$ cat src/rtl/exc_pkg.sv
package exc_pkg;
  localparam int STAGES = 5;

  typedef enum logic [2:0] {
    CZ_NONE    = 3'd0,
    CZ_IRQ     = 3'd1,
    CZ_FETCH   = 3'd2,
    CZ_ILLEGAL = 3'd3,
    CZ_OVF     = 3'd4,
    CZ_DATA    = 3'd5
  } cause_e;

  // cause raised by the local strobe of a given stage
  function automatic cause_e stage_cause(input int s);
    case (s)
      0:       return CZ_FETCH;
      1:       return CZ_ILLEGAL;
      2:       return CZ_OVF;
      3:       return CZ_DATA;
      default: return CZ_NONE;
    endcase
  endfunction

  // an earlier cause always survives
  function automatic cause_e keep_first(input cause_e held, input logic hit, input cause_e fresh);
    if (held == CZ_NONE && hit) return fresh;
    return held;
  endfunction
endpackage

$ cat src/rtl/exc_slot.sv
module exc_slot
  import exc_pkg::*;
#(
  parameter int PC_W = 32
) (
  input  logic            clk,
  input  logic            rst_n,
  input  logic            flush_i,
  input  logic            in_vld_i,
  input  logic [PC_W-1:0] in_pc_i,
  input  cause_e          in_cz_i,
  output logic            out_vld_o,
  output logic [PC_W-1:0] out_pc_o,
  output cause_e          out_cz_o
);
  always_ff @(posedge clk or negedge rst_n) begin
    if (!rst_n) begin
      out_vld_o <= 1'b0;
      out_pc_o  <= '0;
      out_cz_o  <= CZ_NONE;
    end else if (flush_i) begin
      out_vld_o <= 1'b0;
      out_cz_o  <= CZ_NONE;
    end else begin
      out_vld_o <= in_vld_i;
      out_pc_o  <= in_pc_i;
      out_cz_o  <= in_vld_i ? in_cz_i : CZ_NONE;
    end
  end
endmodule

$ cat src/rtl/exc_commit.sv
module exc_commit
  import exc_pkg::*;
#(
  parameter int PC_W = 32
) (
  input  logic            clk,
  input  logic            rst_n,
  input  logic            commit_i,
  input  logic [PC_W-1:0] pc_i,
  input  cause_e          cz_i,
  output logic [PC_W-1:0] epc_o,
  output logic [2:0]      cause_o
);
  always_ff @(posedge clk or negedge rst_n) begin
    if (!rst_n) begin
      epc_o   <= '0;
      cause_o <= '0;
    end else if (commit_i) begin
      epc_o   <= pc_i;
      cause_o <= cz_i;
    end
  end
endmodule

$ cat src/rtl/exc_tracker.sv
module exc_tracker
  import exc_pkg::*;
#(
  parameter int              PC_W   = 32,
  parameter logic [PC_W-1:0] VECTOR = 'h100
) (
  input  logic                clk,
  input  logic                rst_n,
  input  logic                fetch_valid_i,
  input  logic [PC_W-1:0]     fetch_pc_i,
  input  logic                irq_i,
  input  logic                fetch_fault_i,
  input  logic                decode_illegal_i,
  input  logic                exec_ovf_i,
  input  logic                mem_fault_i,
  output logic                redirect_o,
  output logic [PC_W-1:0]     redirect_pc_o,
  output logic [PC_W-1:0]     epc_o,
  output logic [2:0]          cause_o,
  output logic [STAGES-1:0]   kill_o
);
  localparam int NSLOT = STAGES - 1;
  localparam int WB    = STAGES - 1;

  // per-stage view after merging that stage's strobe
  logic            st_vld [STAGES];
  logic [PC_W-1:0] st_pc  [STAGES];
  cause_e          st_cz  [STAGES];

  // pipeline registers between stages
  logic [NSLOT-1:0] slot_vld;
  logic [PC_W-1:0]  slot_pc [NSLOT];
  cause_e           slot_cz [NSLOT];

  logic [NSLOT-1:0] hit;
  logic             commit;

  assign hit = {mem_fault_i, exec_ovf_i, decode_illegal_i, fetch_fault_i};

  // fetch stage: an interrupt replaces the fetched instruction
  assign st_vld[0] = fetch_valid_i;
  assign st_pc[0]  = fetch_pc_i;
  assign st_cz[0]  = !fetch_valid_i ? CZ_NONE :
                     irq_i          ? CZ_IRQ  :
                     keep_first(CZ_NONE, hit[0], stage_cause(0));

  for (genvar g = 1; g < STAGES; g++) begin : g_stage
    assign st_vld[g] = slot_vld[g-1];
    assign st_pc[g]  = slot_pc[g-1];
    if (g < NSLOT) begin : g_strobe
      assign st_cz[g] = keep_first(slot_cz[g-1], slot_vld[g-1] & hit[g], stage_cause(g));
    end else begin : g_wb
      assign st_cz[g] = slot_cz[g-1];
    end
  end

  for (genvar g = 0; g < NSLOT; g++) begin : g_slot
    exc_slot #(.PC_W(PC_W)) u_slot (
      .clk       (clk),
      .rst_n     (rst_n),
      .flush_i   (commit),
      .in_vld_i  (st_vld[g]),
      .in_pc_i   (st_pc[g]),
      .in_cz_i   (st_cz[g]),
      .out_vld_o (slot_vld[g]),
      .out_pc_o  (slot_pc[g]),
      .out_cz_o  (slot_cz[g])
    );
  end

  assign commit = st_vld[WB] && (st_cz[WB] != CZ_NONE);

  for (genvar g = 0; g < NSLOT; g++) begin : g_kill
    assign kill_o[g] = st_vld[g] && (commit || st_cz[g] != CZ_NONE);
  end
  assign kill_o[WB] = commit;

  assign redirect_o    = commit;
  assign redirect_pc_o = VECTOR;

  exc_commit #(.PC_W(PC_W)) u_commit (
    .clk      (clk),
    .rst_n    (rst_n),
    .commit_i (commit),
    .pc_i     (st_pc[WB]),
    .cz_i     (st_cz[WB]),
    .epc_o    (epc_o),
    .cause_o  (cause_o)
  );
endmodule

$ cat config.mk
export PLATFORM = sky130hd
export DESIGN_NAME = exc_tracker
export DESIGN_NICKNAME = d
export VERILOG_FILES = /design/src/rtl/exc_pkg.sv /design/src/rtl/exc_slot.sv /design/src/rtl/exc_commit.sv /design/src/rtl/exc_tracker.sv
export SDC_FILE = /design/constraint.sdc
export NUM_CORES = 1
export LEC_CHECK = 0
export ABC_AREA = 0
export BUFFER_PORTS_ARGS = -buffer_cell sky130_fd_sc_hd__buf_2
export CELL_PAD_IN_SITES_DETAIL_PLACEMENT = 1
export CELL_PAD_IN_SITES_GLOBAL_PLACEMENT = 1
export CORE_ASPECT_RATIO = 1.2
export CORE_MARGIN = 5
export CORE_UTILIZATION = 44
export DETAILED_ROUTE_END_ITERATION = 8
export PLACE_DENSITY = 0.79
export SETUP_SLACK_MARGIN = 0.2
export SLEW_MARGIN = 15
export SYNTH_ARGS = -nofsm -noshare
export SYNTH_HDL_FRONTEND = slang
export SYNTH_SLANG_ARGS = --single-unit
$ cat constraint.sdc
create_clock -name clk -period 2.1 [get_ports clk]
set_input_delay 0.42 -clock clk [delete_from_list [all_inputs] [get_ports clk]]
set_output_delay 0.42 -clock clk [all_outputs]
set_load 0.005 [all_outputs]
==> results.ini, run 1 <==
[placement]
place_ws_ns=0.194
gp_congestion=0.743
portBuffers=80
hpwl_mm=8.16

[sta]
clock_skew_ns=0.0100
max_slew.worst_pin.slew_ns=0.657
slew_viol_final=0
min_period_over_period=1.02
setup_violations=2
hold_viol=0
relSlewSlack=0.562
fmax_mhz=469
fin_crit_ns=2.13
holdWs_ns=0.228
rsz0062_at_grt=true
fin_ws_ns=-0.0328

[cts]
clk_path_buf_depth=2
htreeDepth=4
worstSkewPairLatency_ns=0.42
cts_buffers=17
cts.sink_count=177
cts_tree=built
root_buffer=clkbuf_16
path_clk_slew_ns=0.06

[die]
pin_count=113
rows=50
core_area_um2=15600
fp.dieArea_um2=18500
dieWidth_um=125
die_h_um=148
initial_core_util=0.448

[worst_setup_path]
cp.required_ns=1.68
crit_cells=5
startpoint=g_slot[3].u_slot.out_cz_o[1]
path_cells=o31ai_4 > buf_6 > inv_6 > o41a_1 > buf_2
crit_path_end_kind=primary output
cp_num_buf_inv=3
crit_type=register to primary output
cp_max_fo=5
cpPeakStageDelay_ns=0.41
cp_slowest_cell=dfrtp_1
crit_path_end=kill_o[2]
crit-reg2reg-launch=g_slot[3].u_slot.out_cz_o[1]
cp_top_family=compound AO/OA/AOI/OAI gates
cp.arrival_ns=1.71
reg2reg_depth=5
r2r_end=g_slot[0].u_slot.out_pc_o[0]
startpoint_type=register
r2r_slack_ns=0.11

[synth]
synthMuxAreaShare=0.277
synth_warnings=0
synth_top_family_by_area=multiplexers
synth.ff_latch_count=177
ys_types=26
synth_compound_area_frac=0.0152
yosys-top-cells-area=dfrtp_1 63%, mux2_2 19%, mux2_4 7.7%, buf_4 3.8%, mux2_1 1.5%
synth_fa_ha_area_frac=0
synthCells=423
synth-simple-area-share=0.0152
yosys.area.top_type=dfrtp_1
synth_top_area_frac=0.634
synth-xor-area-share=0
netlist_area_um2=6980
avgSynthCellArea_um2=16.5
ys_seq_area_frac=0.634

[flow_run]
drv_cap=0

[power]
ir_drop_mv=0.738
p_per_area_nw_per_um2=1540
p_leak_nw=4.23

[drt]
vias_per_cell=4.85
antenna_left=0
drt_iter0_markers=132
dr_total_vias=3549
drt_first_pass_iters=4
wl_mm=13.0
wire_per_inst_um=17.7
route.detailed.drc=0

[global_routing]
grt.overflow.total=0
grt_start_max_net_pins=91
grt_pass1_vias=4042
grtUsageTotal=0.140
antenna_found_initial=2
grt_pass1_wl_mm=20.4

[outcome]
status=finished, violations left
violations=negative setup slack

[cells_and_area]
layout.nets=551
layout-drive-gt1-share=0.522
area_delta_synth_final_pct=21.0
n_antenna_cell=0

[hold_path]
holdCritPathClass=input pin to register

## metal layers
layer	wire, um	GRT usage	vias to the layer above
li1	-	-	1582
met1	5480	0.163	1867
met2	6660	0.236	77
met3	566	0.0452	19
met4	234	0.0634	4
met5	18	0	-
## cells by family (layout without fill, tap and decap cells)
| family | after synthesis | in the layout |
|---|---|---|
| other | 2 | 32 |
| AOI/OAI and AO/OA | 12 | 12 |
| and+or+nand+nor | 17 | 17 |
| muxes | 160 | 160 |
| DFF | 177 | 177 |
| buffers and inverters | 55 | 125 |
## registers in the layout (all words and copies together), names as in the netlist
signal	cells
g_slot.u_slot.out_pc_o	128
u_commit.cause_o	3
g_slot.u_slot.out_vld_o	4
u_commit.epc_o	32
g_slot.u_slot.out_cz_o	10
## layout make-up
type / count / area [um2]
timing repair buffer: 92 / 568
multi-input combinational: 221 / 2600
sequential: 177 / 4430
clock buffer: 22 / 474
clock inverter: 9 / 108
inverter: 2 / 12.5
tap: 208 / 260
fill: 1495 / 7130
## worst register-to-register path, stage by stage, from the launching register on
cell and delay, ns:
dfrtp_1 0.41, o31ai_4 0.25, buf_6 0.15, buf_4 0.13, buf_16 0.45, mux2_4 0.48
## stage by stage
stage          cell area [um2]  TNS [ns]  std cells  total power, W   util
2_1_floorplan             7100         0        453         0.00824      -
5_1_grt                   8450    -0.319        731          0.0138  0.542
3_5_place_dp              7500         0        696         0.00933  0.481
3_3_place_gp              7500         0        696         0.00901  0.481
4_1_cts                   8120    -0.161        730          0.0125  0.521
6_report                  8450   -0.0537        731          0.0130  0.542
## synthesized netlist by cell type, drive strengths merged
library cell / instances
inv: 2
nor3b: 2
dfrtp: 177
and2: 3
o211a: 4
a21boi: 1
nand2: 1
and3: 4
a22o: 3
buf: 53
nor4: 2
o31a: 1
mux2: 160
nor3: 1
nor2b: 2
a21oi: 1
conb: 2
and4b: 1
o31ai: 1
nor2: 1
o41a: 1
## worst min path at each step
stage / from / endpoint / slack (ns) / depth (start not counted)
2_1_floorplan: rst_n / g_slot[0].u_slot.out_cz_o[0] / 0.12 / 0
3_3_place_gp: rst_n / g_slot[0].u_slot.out_cz_o[0] / 0.36 / 1
3_5_place_dp: rst_n / g_slot[1].u_slot.out_cz_o[0] / 0.38 / 1
4_1_cts: fetch_pc_i[24] / g_slot[0].u_slot.out_pc_o[24] / 0.20 / 2
5_1_grt: fetch_pc_i[20] / g_slot[0].u_slot.out_pc_o[20] / 0.20 / 2
6_report: fetch_pc_i[27] / g_slot[0].u_slot.out_pc_o[27] / 0.23 / 2
## report_power, final
group,internal [W],total (W),switching (W),leakage (nW)
Sequential,0.00491,0.00578,0.000872,2.09
Clock,0.00184,0.00308,0.00124,0.282
Combinational,0.00272,0.00415,0.00143,1.85
Total,0.00946,0.0130,0.00355,4.23
## placed cells by master, fill, tap and decap left out, types with 3 or more instances in the layout
master,Yosys,final
dfrtp_1,177,177
a22o_1,3,3
and3_1,4,4
mux2_2,115,31
clkbuf_8,0,3
clkbuf_16,0,17
o211a_1,4,4
clkinv_2,0,3
buf_4,35,5
mux2_1,9,9
conb_1,2,32
buf_12,0,3
mux2_4,36,120
and2_1,3,3
buf_2,12,79
## repair_timing
| action | in CTS | in global routing |
|---|---|---|
| cloned | 0 | 0 |
| setup buffers | 2 | 1 |
| resized for setup | 4 | 85 |
| hold endpoints to repair | 39 | 0 |
| setup endpoints to repair | 6 | 5 |
| hold buffers | 1 | 0 |
| pin swaps | 1 | 1 |
No activity file was read; power rests on OpenSTA's default activity.
==> inputs of run 2 (changes only) <==
==> constraint.sdc (replaced) <==
create_clock -name clk -period 2.1 [get_ports clk]
set_input_delay 0.42 -clock clk [delete_from_list [all_inputs] [get_ports clk]]
set_output_delay 0.42 -clock clk [all_outputs]
set_load 0.01 [all_outputs]
==> run 2 against run 1 <==
The run still ends with negative setup slack left. Clock skew grew 0.0020 ns. Largest cell class unchanged. Clock power grew 16%. Worst hold slack lost 0.0057 ns. Via count grew 8.3%. Fmax shrank 6.9%. Non-clock buffer count grew 39.
==> results.ini, run 2 (synthesis gave the netlist of run 1 again) <==
[global_routing]
grt_pass1_vias=4230
grt_start_max_net_pins=65
antenna_found_initial=3
grtUsageTotal=0.163
grt_pass1_wl_mm=23.3
grt.overflow.total=0

[cells_and_area]
layout-drive-gt1-share=0.568
largest_register=g_slot.u_slot.out_pc_o
reg_top3=g_slot.u_slot.out_pc_o (128), u_commit.epc_o (32), g_slot.u_slot.out_cz_o (10)
final_common_cell=dfrtp_1
area_delta_synth_final_pct=35.1
final_cell_mix=177 x dfrtp_1, 134 x mux2_4, 76 x buf_2, 32 x conb_1, 30 x clkbuf_16
layout.nets=590
nFillCells=1408
largest_reg_flops=128

[cts]
worstSkewPairLatency_ns=0.44
cts_buffers=17
root_buffer=clkbuf_16
cts.sink_count=177
cts_tree=built
clk_path_buf_depth=2
htreeDepth=4
path_clk_slew_ns=0.06

[hold_path]
hold-path-endpoint=g_slot[0].u_slot.out_pc_o[17]
min-delay-start=fetch_pc_i[17]
hold_depth=2
holdCritPathClass=input pin to register

[drt]
wl_mm=17.1
vias_per_cell=4.98
route.detailed.drc=0
drt_first_pass_iters=4
drt_iter0_markers=126
antenna_left=0
dr_total_vias=3842
wire_per_inst_um=22.1

[power]
seqPwrFrac=0.382
p_comb_frac=0.387
p_clk_frac=0.232
netSwitchingFraction=0.281
p_int_w=0.0111
ir_drop_mv=0.855
p_per_area_nw_per_um2=1630
switching_power_w=0.00433
p_leak_nw=4.73

[die]
rows=50
die_h_um=148
dieWidth_um=125
initial_core_util=0.448
pin_count=113
core_area_um2=15600
fp.dieArea_um2=18500

[worst_setup_path]
cp.arrival_ns=1.87
startpoint_type=register
reg2reg_depth=8
crit_path_end_kind=primary output
cpPeakStageDelay_ns=0.42
cp.required_ns=1.68
r2r_slack_ns=0.05
crit-reg2reg-launch=g_slot[3].u_slot.out_cz_o[1]
r2r_end=g_slot[1].u_slot.out_pc_o[14]
cp_max_fo=4
path_cells=o31ai_4 > bufinv_8 > o41a_1 > buf_6
crit_type=register to primary output
cp_slowest_cell=dfrtp_1

[sta]
min_period_over_period=1.09
rsz0062_at_grt=true
clock_skew_ns=0.0121
fin_crit_ns=2.29
holdWs_ns=0.223
hold_viol=0
fin_ws_ns=-0.190
relSlewSlack=0.597
tns_ns=-0.502
max_slew.worst_pin.slew_ns=0.604
fmax_mhz=437
slew_viol_final=0
setup_violations=5

[outcome]
status=finished, violations left
violations=negative setup slack

[placement]
portBuffers=80
gp_congestion=0.728
hpwl_mm=8.18

[flow_run]
drv_cap=0

==> run 2: worst max path at each step <==
stage / startpoint / endpoint / slack [ns]
2_1_floorplan: g_slot[3].u_slot.out_cz_o[1] / kill_o[2] / 0.26
3_3_place_gp: g_slot[3].u_slot.out_cz_o[1] / kill_o[2] / 0.25
3_5_place_dp: g_slot[3].u_slot.out_cz_o[1] / kill_o[2] / 0.16
4_1_cts: g_slot[3].u_slot.out_cz_o[2] / kill_o[2] / -0.16
5_1_grt: g_slot[3].u_slot.out_cz_o[1] / kill_o[2] / -0.25
6_report: g_slot[3].u_slot.out_cz_o[1] / kill_o[2] / -0.19
==> run 2: cell type report <==
cell class / instances / area (um2) / area share
multi-input cells: 221 / 2660 / 0.282
diodes: 1 / 2.50 / 0.000265
clock buffers: 23 / 498 / 0.0528
well taps: 208 / 260 / 0.0276
repair buffers: 131 / 1390 / 0.147
inverters: 2 / 21.3 / 0.00225
clock inverters: 9 / 175 / 0.0186
flip-flops and latches: 177 / 4430 / 0.469
==> run 2: stage by stage <==
step | area [um2] | total power (W) | util | std cells | setup slack [ns]
after floorplan | 7100 | 0.00840 | - | 453 | 0.255
after global placement | 7530 | 0.00924 | 0.483 | 698 | 0.254
after detailed placement | 7530 | 0.00953 | 0.483 | 698 | 0.165
after CTS | 8610 | 0.0140 | 0.553 | 746 | -0.164
after global routing | 9440 | 0.0161 | 0.606 | 772 | -0.253
final | 9440 | 0.0154 | 0.606 | 772 | -0.190
==> run 2: power groups by stage <==
stage / Clock, W / Combinational, W / Sequential, W
after floorplan: 0 / 0.00274 / 0.00567
after global placement: 0 / 0.00357 / 0.00567
final: 0.00356 / 0.00595 / 0.00587
after CTS: 0.00364 / 0.00456 / 0.00578
after global routing: 0.00381 / 0.00626 / 0.00605
after detailed placement: 0 / 0.00374 / 0.00580
==> run 2: what timing repair did <==
item	in CTS	in global routing
hold endpoints to repair	59	0
hold buffers	1	0
buffers inserted	10	10
resized for setup	41	107
gates cloned	5	15
pin swaps	1	1
setup endpoints to repair	49	146
==> run 2: worst max-delay path, delay by kind of cell, from the launching register on <==
| kind | cells | cell delay [ns] |
|---|---|---|
| AOI/OAI and AO/OA | 2 | 0.64 |
| buffers and inverters | 2 | 0.39 |
| DFF | 1 | 0.42 |
==> run 2: routing by layer <==
| layer | vias up | wire length (um) | track usage |
|---|---|---|---|
| met5 | - | 19 | 0 |
| met4 | 4 | 280 | 0.0607 |
| met3 | 27 | 663 | 0.0546 |
| met2 | 83 | 9490 | 0.288 |
| met1 | 2051 | 6640 | 0.184 |
| li1 | 1677 | - | - |
==> inputs of run 3 (changes only) <==
--- a/config.mk
+++ b/config.mk
@@ -11,9 +11,9 @@
 export CELL_PAD_IN_SITES_GLOBAL_PLACEMENT = 1
 export CORE_ASPECT_RATIO = 1.2
 export CORE_MARGIN = 5
-export CORE_UTILIZATION = 44
+export CORE_UTILIZATION = 40
 export DETAILED_ROUTE_END_ITERATION = 8
-export PLACE_DENSITY = 0.79
+export PLACE_DENSITY = 0.73
 export SETUP_SLACK_MARGIN = 0.2
 export SLEW_MARGIN = 15
 export SYNTH_ARGS = -nofsm -noshare
==> run 3 against run 2 <==
The flow still finishes with violations (negative setup slack). Die area increased by 9.2%. Via count fell by 4.2%. Cell count decreased by 0.91%. Count of clock-buffer cells in the layout fell by 4. Largest power group is now registers. Sequential cell count stayed put. Combinational power is 15% lower.
==> results.ini, run 3 (synthesis gave the netlist of run 1 again) <==
[drt]
wl_mm=14.6
antenna_left=0
vias_per_cell=4.81
drt_first_pass_iters=4
wire_per_inst_um=19.1
drt_iter0_markers=133
route.detailed.drc=0
dr_total_vias=3681

[cells_and_area]
largest_reg_flops=128
reg_top3=g_slot.u_slot.out_pc_o (128), u_commit.epc_o (32), g_slot.u_slot.out_cz_o (10)
n_antenna_cell=0
nFillCells=1668
finalNonFillerCells=765
area_delta_synth_final_pct=27.8
layout.nets=573
final_core_util=0.514
final_cell_mix=177 x dfrtp_1, 109 x mux2_4, 78 x buf_2, 42 x mux2_2, 32 x conb_1
largest_register=g_slot.u_slot.out_pc_o
layout-drive-gt1-share=0.547
final_common_cell=dfrtp_1
final_area_um2=8920

[cts]
htreeDepth=4
cts_buffers=17
root_buffer=clkbuf_16
cts_tree=built
path_clk_slew_ns=0.07
clk_path_buf_depth=2
worstSkewPairLatency_ns=0.42
cts.sink_count=177

[placement]
gp_congestion=0.748
hpwl_mm=8.27
portBuffers=80
dp_cells=708
dpl_cell_area_um2=7540

[outcome]
status=finished, violations left
violations=negative setup slack

[worst_setup_path]
reg2reg_depth=7
cp_slowest_cell=dfrtp_1
crit-reg2reg-launch=g_slot[3].u_slot.out_cz_o[1]
cp_max_fo=3
cp.required_ns=1.68
r2r_end=g_slot[2].u_slot.out_pc_o[10]
cp_num_buf_inv=5
path_cells=o31ai_4 > clkinv_4 > buf_4 > buf_4 > buf_6 > buf_6
crit_path_end_kind=primary output
r2r_slack_ns=0.21
cp.arrival_ns=1.78
crit_type=register to primary output
startpoint_type=register
cp_top_family=buffers and inverters
cpPeakStageDelay_ns=0.42

[die]
rows=53
pin_count=113
dieWidth_um=131
die_h_um=155
core_area_um2=17400
initial_core_util=0.402
fp.dieArea_um2=20200

[sta]
clock_skew_ns=0.00798
setup_violations=6
rsz0062_at_grt=true
fin_ws_ns=-0.100
max_slew.worst_pin.slew_ns=0.521
min_period_over_period=1.05
holdWs_ns=0.229
fin_crit_ns=2.20
hold_viol=0
relSlewSlack=0.652
fmax_mhz=455
slew_viol_final=0

[hold_path]
holdCritPathClass=input pin to register
hold-path-endpoint=g_slot[0].u_slot.out_pc_o[21]
hold_depth=2
min-delay-start=fetch_pc_i[21]

[global_routing]
grt_pass1_wl_mm=21.3
grt_start_max_net_pins=56
antenna_found_initial=0
grtUsageTotal=0.137
grt.overflow.total=0
grt_pass1_vias=4095

[power]
p_per_area_nw_per_um2=1570
p_leak_nw=4.42
ir_drop_mv=0.798

[flow_run]
drv_cap=0

[run 3: cell count changes in the layout (fill, tap and decap cells not counted), moves of 3 or more]
cell,previous run,this run
mux2_4,134,109
buf_6,12,6
mux2_2,21,42
mux2_1,5,9
inv_6,0,3
clkbuf_16,30,25
buf_16,9,4
clkbuf_8,5,1
[run 3: cell type report]
cell class | count | area (um2) | share of cell area
inverters | 2 | 12.5 | 0.00140
repair buffers | 114 | 1040 | 0.117
flip-flops and latches | 177 | 4430 | 0.496
clock inverters | 12 | 158 | 0.0177
multi-input cells | 221 | 2560 | 0.287
well taps | 220 | 275 | 0.0308
clock buffers | 19 | 443 | 0.0496
[run 3: through the flow]
step	worst slack, ns	TNS, ns	power, W
3_3_place_gp	0.198	0	0.00923
3_5_place_dp	0.114	0	0.00953
6_report	-0.100	-0.445	0.0140
4_1_cts	-0.163	-0.492	0.0131
5_1_grt	-0.176	-0.931	0.0148
2_1_floorplan	0.255	0	0.00840
[run 3: how the worst max path moves through the flow]
stage	slack, ns	end	depth (start not counted)	from
floorplan	0.26	kill_o[2]	6	g_slot[3].u_slot.out_cz_o[1]
global placement	0.20	kill_o[2]	4	g_slot[3].u_slot.out_cz_o[1]
detailed placement	0.11	kill_o[2]	4	g_slot[3].u_slot.out_cz_o[1]
CTS	-0.16	kill_o[2]	4	g_slot[3].u_slot.out_cz_o[2]
global route	-0.18	redirect_o	6	g_slot[3].u_slot.out_cz_o[1]
finish	-0.10	redirect_o	6	g_slot[3].u_slot.out_cz_o[1]
[run 3: repair_timing]
action,CTS,global route
hold buffers,1,0
setup buffers,8,3
hold endpoints to repair,49,0
pin swaps,2,2
setup endpoints to repair,6,78
cloned,2,12
gates resized for setup,12,91
[run 3: power breakdown]
group	switching, W	internal, W
logic	0.00183	0.00322
clock network	0.00130	0.00191
registers	0.000878	0.00491
total	0.00401	0.0100
[run 3: routing by layer]
layer | routed length [um] | part of all wire | GRT usage | vias up
met5 | 0 | 0 | 0 | -
met4 | 216 | 0.015 | 0.0485 | 0
met3 | 715 | 0.049 | 0.0473 | 21
met2 | 7470 | 0.51 | 0.226 | 88
met1 | 6190 | 0.42 | 0.165 | 1942
li1 | - | - | - | 1630
